**src/rtl/rom_lookup_pkg.sv**
```systemverilog
package rom_lookup_pkg;
  localparam int INSTR_W = 10;
  localparam int NIB_W = 4;
  localparam int DREG_W = 3;
  localparam int OPC_W = 4;
  localparam int LOW_W = DREG_W + NIB_W;
  localparam logic [OPC_W-1:0] OPC_TABLE = 4'b0010;

  typedef enum logic [1:0] {
    ST_IDLE,
    ST_ADDR,
    ST_LOAD,
    ST_RESTORE
  } seqState_t;

  typedef struct packed {
    logic accept;
    logic latchRom;
    logic restore;
  } seqStrobe_t;
endpackage

```
**src/rtl/rom_lookup_ctrl.sv**
```systemverilog
module rom_lookup_ctrl
  import rom_lookup_pkg::*;
(
  input  logic             clk,
  input  logic             rstN,
  input  logic             instrValid,
  input  logic [OPC_W-1:0] opcField,
  output seqStrobe_t       strobe,
  output logic             busy,
  output logic             done,
  output logic             romRdEn,
  output logic             abWrite,
  output logic             dWrite
);
  seqState_t state, stateNext;
  logic isMatch;

  assign isMatch = instrValid && (opcField == OPC_TABLE);

  always_comb begin
    stateNext = state;
    unique case (state)
      ST_IDLE:    if (isMatch) stateNext = ST_ADDR;
      ST_ADDR:    stateNext = ST_LOAD;
      ST_LOAD:    stateNext = ST_RESTORE;
      ST_RESTORE: stateNext = ST_IDLE;
      default:    stateNext = ST_IDLE;
    endcase
  end

  always_ff @(posedge clk) begin
    if (!rstN) state <= ST_IDLE;
    else       state <= stateNext;
  end

  always_comb begin
    strobe.accept   = (state == ST_IDLE) && isMatch;
    strobe.latchRom = (state == ST_LOAD);
    strobe.restore  = (state == ST_RESTORE);
  end

  assign busy    = (state != ST_IDLE);
  assign done    = (state == ST_RESTORE);
  assign romRdEn = (state == ST_ADDR);
  assign abWrite = (state == ST_RESTORE);
  assign dWrite  = (state == ST_RESTORE);
endmodule

```
**src/rtl/rom_lookup_dp.sv**
```systemverilog
module rom_lookup_dp
  import rom_lookup_pkg::*;
#(
  parameter int PAGE_COUNT  = 64,
  parameter int STACK_DEPTH = 8,
  localparam int PAGE_W = $clog2(PAGE_COUNT),
  localparam int PC_W   = PAGE_W + LOW_W,
  localparam int SP_W   = $clog2(STACK_DEPTH)
) (
  input  logic               clk,
  input  logic               rstN,
  input  seqStrobe_t         strobe,
  input  logic               busy,
  input  logic [PAGE_W-1:0]  pageField,
  input  logic [NIB_W-1:0]   regAIn,
  input  logic [DREG_W-1:0]  regDIn,
  input  logic               modeFlag,
  input  logic [PC_W-1:0]    pcIn,
  input  logic               spWrEn,
  input  logic [SP_W-1:0]    spWrData,
  input  logic [INSTR_W-1:0] romData,
  output logic [PC_W-1:0]    romAddr,
  output logic [NIB_W-1:0]   regBOut,
  output logic [NIB_W-1:0]   regAOut,
  output logic [DREG_W-1:0]  regDOut,
  output logic [PC_W-1:0]    pcOut,
  output logic [SP_W-1:0]    spOut,
  output logic               stackOvf
);
  localparam logic [SP_W-1:0] SP_TOP = SP_W'(STACK_DEPTH - 1);

  logic [PC_W-1:0]   stackMem [STACK_DEPTH];
  logic [PC_W-1:0]   pcReg;
  logic [SP_W-1:0]   spReg, spInc, spDec;
  logic              ovfReg, modeHeld;
  logic [DREG_W-1:0] dHeld;
  logic [NIB_W-1:0]  bReg, aReg;
  logic [DREG_W-1:0] dReg;
  logic [DREG_W-1:0] dNew;

  assign spInc = (spReg == SP_TOP) ? '0 : spReg + 1'b1;
  assign spDec = (spReg == '0) ? SP_TOP : spReg - 1'b1;

  always_comb begin
    if (modeHeld) dNew = {dHeld[DREG_W-1], romData[INSTR_W-1:INSTR_W-2]};
    else          dNew = {1'b0, dHeld[DREG_W-2:0]};
  end

  always_ff @(posedge clk) begin
    if (!rstN) begin
      pcReg    <= '0;
      spReg    <= '0;
      ovfReg   <= 1'b0;
      modeHeld <= 1'b0;
      dHeld    <= '0;
    end else if (strobe.accept) begin
      spReg    <= spInc;
      pcReg    <= {pageField, regDIn, regAIn};
      dHeld    <= regDIn;
      modeHeld <= modeFlag;
      if (spReg == SP_TOP) ovfReg <= 1'b1;
    end else if (strobe.restore) begin
      pcReg <= stackMem[spReg];
      spReg <= spDec;
    end else if (spWrEn && !busy) begin
      spReg <= spWrData;
    end
  end

  always_ff @(posedge clk) begin
    if (strobe.accept) stackMem[spInc] <= pcIn;
  end

  always_ff @(posedge clk) begin
    if (!rstN) begin
      bReg <= '0;
      aReg <= '0;
      dReg <= '0;
    end else if (strobe.latchRom) begin
      bReg <= romData[2*NIB_W-1:NIB_W];
      aReg <= romData[NIB_W-1:0];
      dReg <= dNew;
    end
  end

  assign romAddr  = pcReg;
  assign pcOut    = pcReg;
  assign spOut    = spReg;
  assign stackOvf = ovfReg;
  assign regBOut  = bReg;
  assign regAOut  = aReg;
  assign regDOut  = dReg;
endmodule

```
**src/rtl/rom_lookup_top.sv**
```systemverilog
module rom_lookup_top
  import rom_lookup_pkg::*;
#(
  parameter int PAGE_COUNT  = 64,
  parameter int STACK_DEPTH = 8,
  localparam int PAGE_W = $clog2(PAGE_COUNT),
  localparam int PC_W   = PAGE_W + LOW_W,
  localparam int SP_W   = $clog2(STACK_DEPTH)
) (
  input  logic               clk,
  input  logic               rstN,
  input  logic               instrValid,
  input  logic [INSTR_W-1:0] instrWord,
  input  logic [NIB_W-1:0]   regAIn,
  input  logic [DREG_W-1:0]  regDIn,
  input  logic               modeFlag,
  input  logic [PC_W-1:0]    pcIn,
  input  logic               spWrEn,
  input  logic [SP_W-1:0]    spWrData,
  input  logic [INSTR_W-1:0] romData,
  output logic               busy,
  output logic               done,
  output logic               romRdEn,
  output logic [PC_W-1:0]    romAddr,
  output logic [NIB_W-1:0]   regBOut,
  output logic [NIB_W-1:0]   regAOut,
  output logic [DREG_W-1:0]  regDOut,
  output logic               abWrite,
  output logic               dWrite,
  output logic [PC_W-1:0]    pcOut,
  output logic [SP_W-1:0]    spOut,
  output logic               stackOvf
);
  seqStrobe_t strobe;

  rom_lookup_ctrl ctrl_i (
    .clk(clk), .rstN(rstN), .instrValid(instrValid),
    .opcField(instrWord[INSTR_W-1:INSTR_W-OPC_W]),
    .strobe(strobe), .busy(busy), .done(done), .romRdEn(romRdEn),
    .abWrite(abWrite), .dWrite(dWrite)
  );

  rom_lookup_dp #(.PAGE_COUNT(PAGE_COUNT), .STACK_DEPTH(STACK_DEPTH)) dp_i (
    .clk(clk), .rstN(rstN), .strobe(strobe), .busy(busy),
    .pageField(instrWord[PAGE_W-1:0]), .regAIn(regAIn), .regDIn(regDIn),
    .modeFlag(modeFlag), .pcIn(pcIn), .spWrEn(spWrEn), .spWrData(spWrData),
    .romData(romData), .romAddr(romAddr), .regBOut(regBOut),
    .regAOut(regAOut), .regDOut(regDOut), .pcOut(pcOut), .spOut(spOut),
    .stackOvf(stackOvf)
  );
endmodule

```
**config.mk**
```make
export PLATFORM = sky130hd
export DESIGN_NAME = rom_lookup_top
export DESIGN_NICKNAME = d
export VERILOG_FILES = /design/src/rtl/rom_lookup_pkg.sv /design/src/rtl/rom_lookup_ctrl.sv /design/src/rtl/rom_lookup_dp.sv /design/src/rtl/rom_lookup_top.sv
export SDC_FILE = /design/constraint.sdc
export NUM_CORES = 1
export LEC_CHECK = 0
export ABC_AREA = 1
export BUFFER_PORTS_ARGS = -buffer_cell sky130_fd_sc_hd__buf_2
export CORE_ASPECT_RATIO = 1.25
export CORE_MARGIN = 10
export CORE_UTILIZATION = 50
export DETAILED_ROUTE_END_ITERATION = 10
export PLACE_DENSITY = 0.69
export SLEW_MARGIN = 40
export SYNTH_ARGS = -nofsm -noshare
export SYNTH_HDL_FRONTEND = slang
export SYNTH_HIERARCHICAL = 1
export SYNTH_SLANG_ARGS = --single-unit
```
**constraint.sdc**
```tcl
create_clock -name clk -period 7.9 [get_ports clk]
set_clock_uncertainty 0.2 [all_clocks]
set_input_delay 0.79 -clock clk [delete_from_list [all_inputs] [get_ports clk]]
set_output_delay 0.79 -clock clk [all_outputs]
set_load 0.02 [all_outputs]
```
==> metrics.md <==
| Metric | Value |
|---|---|
| Status | `completed` |
| Die area | `17250 um2` |
| Share of cells above drive strength 1 | `0.2039` |
| Syn nets | `687` |
| Worst R2R Path Depth | `8` |
| R2R setup slack | `5.16 ns` |
| Worst R2R End | `dp_i/stackMem[0][11]` |
| Synth Cell Area | `6186 um2` |
| Bufs on Longest Clock Path | `2` |
| Critical path origin | `ctrl_i/state[0]` |
| Post-route DRC | `0` |
| H-tree levels | `4` |
| Vias in the first global route | `4454` |
| CP peak stage delay | `0.58 ns` |
| Final min period | `2.736 ns` |
| CP Class | `flip-flop to flip-flop` |
| Worst-Skew Late Latency | `0.42 ns` |
| Hold path depth | `1` |
| Worst r2r src | `ctrl_i/state[0]` |
| IO buf count | `93` |
| Cell breakdown of the critical path | `inv_1 > ha_1 > inv_1 > nor2_2 > buf_4 > inv_4 > or2_4 > nor2_2` |
| Worst slew margin | `0.4819` |
| Starting density of the core | `0.5086` |
| Post-CTS sizing | `0` |
| Final setup TNS | `0 ns` |
| Most common cell after layout, fill and taps aside | `nand2_1` |
| Fin crit share | `0.3464` |
| Die X | `119.5 um` |
| Cell Rows | `45` |
| Cts hold-fix bufs | `0` |
| Worst Hold End | `dp_i/stackOvf` |
| Postcts setup bufs | `0` |
| CTS tree | `built` |
| Placed wire-length estimate | `9.739 mm` |
| Top-area cell type share of the netlist area | `0.5049` |
| Final wirelength | `14.31 mm` |
| I/O pin count | `94` |
| GRT overflow | `0` |
| Critical-path maximum fanout | `21` |
| Overall track demand over capacity in global routing | `0.1674` |
| Avg Synthesized Cell Area | `9.819 um2` |
| Most frequent cells in the layout | `nand2_1 (158), edfxtp_1 (104), inv_1 (96)` |
| Yosys warning total | `6` |
| Vias/cell | `5.056` |
| Max-capacitance violation count | `0` |
| Initial antenna violation count | `0` |
| Wire per inst | `16.27 um` |
| Max VDD drop | `0.0001677 V` |
| Hold Crit Class | `flip-flop to flip-flop` |
| Worst-path clk slew | `0.06 ns` |
| Power Dens Cells | `318.2 nW/um2` |
| Total core area | `12160 um2` |
| CTS Buf Count | `17` |
| Mapped Cells | `630` |
| Worst setup EP type | `flip-flop` |
| Largest net degree at the start of global routing | `54` |
| Top cell type by total area after synthesis | `edfxtp_1` |
| Sequential cell area fraction in the yosys report | `0.6246` |
| Area of placed instances | `6598 um2` |
| Finished Cell Area | `7267 um2` |
| Synth Register Bits | `141` |
| Buf/Inv on CP | `4` |
| First-pass GRT wire length | `22.47 mm` |
| CP top delay family | `simple AND/OR/NAND/NOR gates` |
| Hold Startpoint | `dp_i/stackOvf` |
| F_max | `365.4 MHz` |
| Worst EP required | `7.75 ns` |
| Fin. Hold Viols | `0` |
| Clk root buf | `clkbuf_16` |
| Max-slew violation count | `0` |
| Cell at the slowest stage of the critical path | `nor2_2` |
| Drt pass-1 iters | `7` |
| Post-route antenna net violation count | `0` |
| Final net count | `760` |
| CTS sink count | `141` |
| Diode count | `0` |
| Synth area leaders | `edfxtp_1 (50%), dfxtp_1 (12%), nand2_1 (9.6%)` |
| Leak pwr | `3.235 nW` |
| RSZ-0062 raised after global routing | `no` |
| DR vias | `4449` |
| Synth cell types | `31` |
| Critical Path Source Type | `flip-flop` |
| RD Place Congestion | `0.8493` |
| Die Ht | `144.4 um` |
| Worst Tran Pin Value | `0.7763 ns` |
| Starting DRC count in detailed routing | `251` |
| Crit path DAT | `2.59 ns` |
| Layout area overhead | `17.48%` |
| Final setup vio count | `0` |
## synthesized netlist by cell type (all sizes together)
master and count:
a21boi 1, buf 37, nand2 158, clkbuf 5, a22oi 10, o211ai 4, xor2 1, o21ai 16
dfxtp 37, ha 9, or2 2, a21oi 24, nand3 86, clkinv 2, nor2 34, o21a 1
a31oi 1, inv 98, edfxtp 104
## per-layer routing
metal,share of wire,global-route usage,vias up
met4,0.012,0.06043,0
met2,0.50,0.2912,170
li1,-,-,2184
met5,0,0,-
met1,0.41,0.1826,2078
met3,0.079,0.06357,17
## flip-flops by register name, indices dropped and copies added, names as in the netlist, named ones only
register	count
dp_i/stackMem	104
dp_i/pcOut	13
dp_i/regAOut	4
dp_i/regBOut	4
dp_i/dHeld	3
dp_i/regDOut	3
dp_i/spOut	3
ctrl_i/state	2
dp_i/modeHeld	1
dp_i/stackOvf	1
## final cells by class
| class | count | area (um2) |
|---|---|---|
| Fill cell | 1004 | 4895 |
| Clock buffer | 18 | 429.2 |
| Clock inverter | 14 | 240.2 |
| Sequential cell | 141 | 3864 |
| Tap cell | 164 | 205.2 |
| Inverter | 100 | 384.1 |
| Timing Repair Buffer | 96 | 488.0 |
| Multi-Input combinational cell | 347 | 1657 |
## worst max path at each step
| stage | slack, ns | cells past startpoint | to |
|---|---|---|---|
| global route | 5.00 | 8 | dp_i/stackMem[0][0] |
| detailed placement | 4.78 | 8 | dp_i/stackMem[0][3] |
| finish | 5.16 | 8 | dp_i/stackMem[0][11] |
| global placement | 4.63 | 8 | dp_i/stackMem[2][2] |
| CTS | 5.15 | 8 | dp_i/stackMem[0][1] |
| floorplan | 4.95 | 7 | dp_i/stackMem[2][0] |
## metrics by stage
stage,power [W],utilization,hold slack [ns],setup WS [ns],std cells
global route,0.002422,0.5975,0.2783,4.995,880
global placement,0.001418,0.5408,0.2465,4.626,848
CTS,0.002328,0.5975,0.2612,5.155,880
detailed placement,0.001430,0.5425,0.2497,4.778,848
finish,0.002313,0.5975,0.2588,5.164,880
floorplan,0.001302,-,0.2390,4.947,630
## report_power, final
part / switching [W] / internal [W]
Clock: 0.000299 / 0.000593
Sequential: 0.0000375 / 0.000841
Combinational: 0.000380 / 0.000162
## cell families after synthesis
logic type      Yosys count  share of synthesized area
buf+inv                 142                     0.1112
xor+xnor                  1                   0.001416
flops                   141                     0.6246
simple gates            280                     0.1917
compound gates           57                    0.05279
fa+ha+maj                 9                    0.01820
Power figures use the tool's default switching activity.
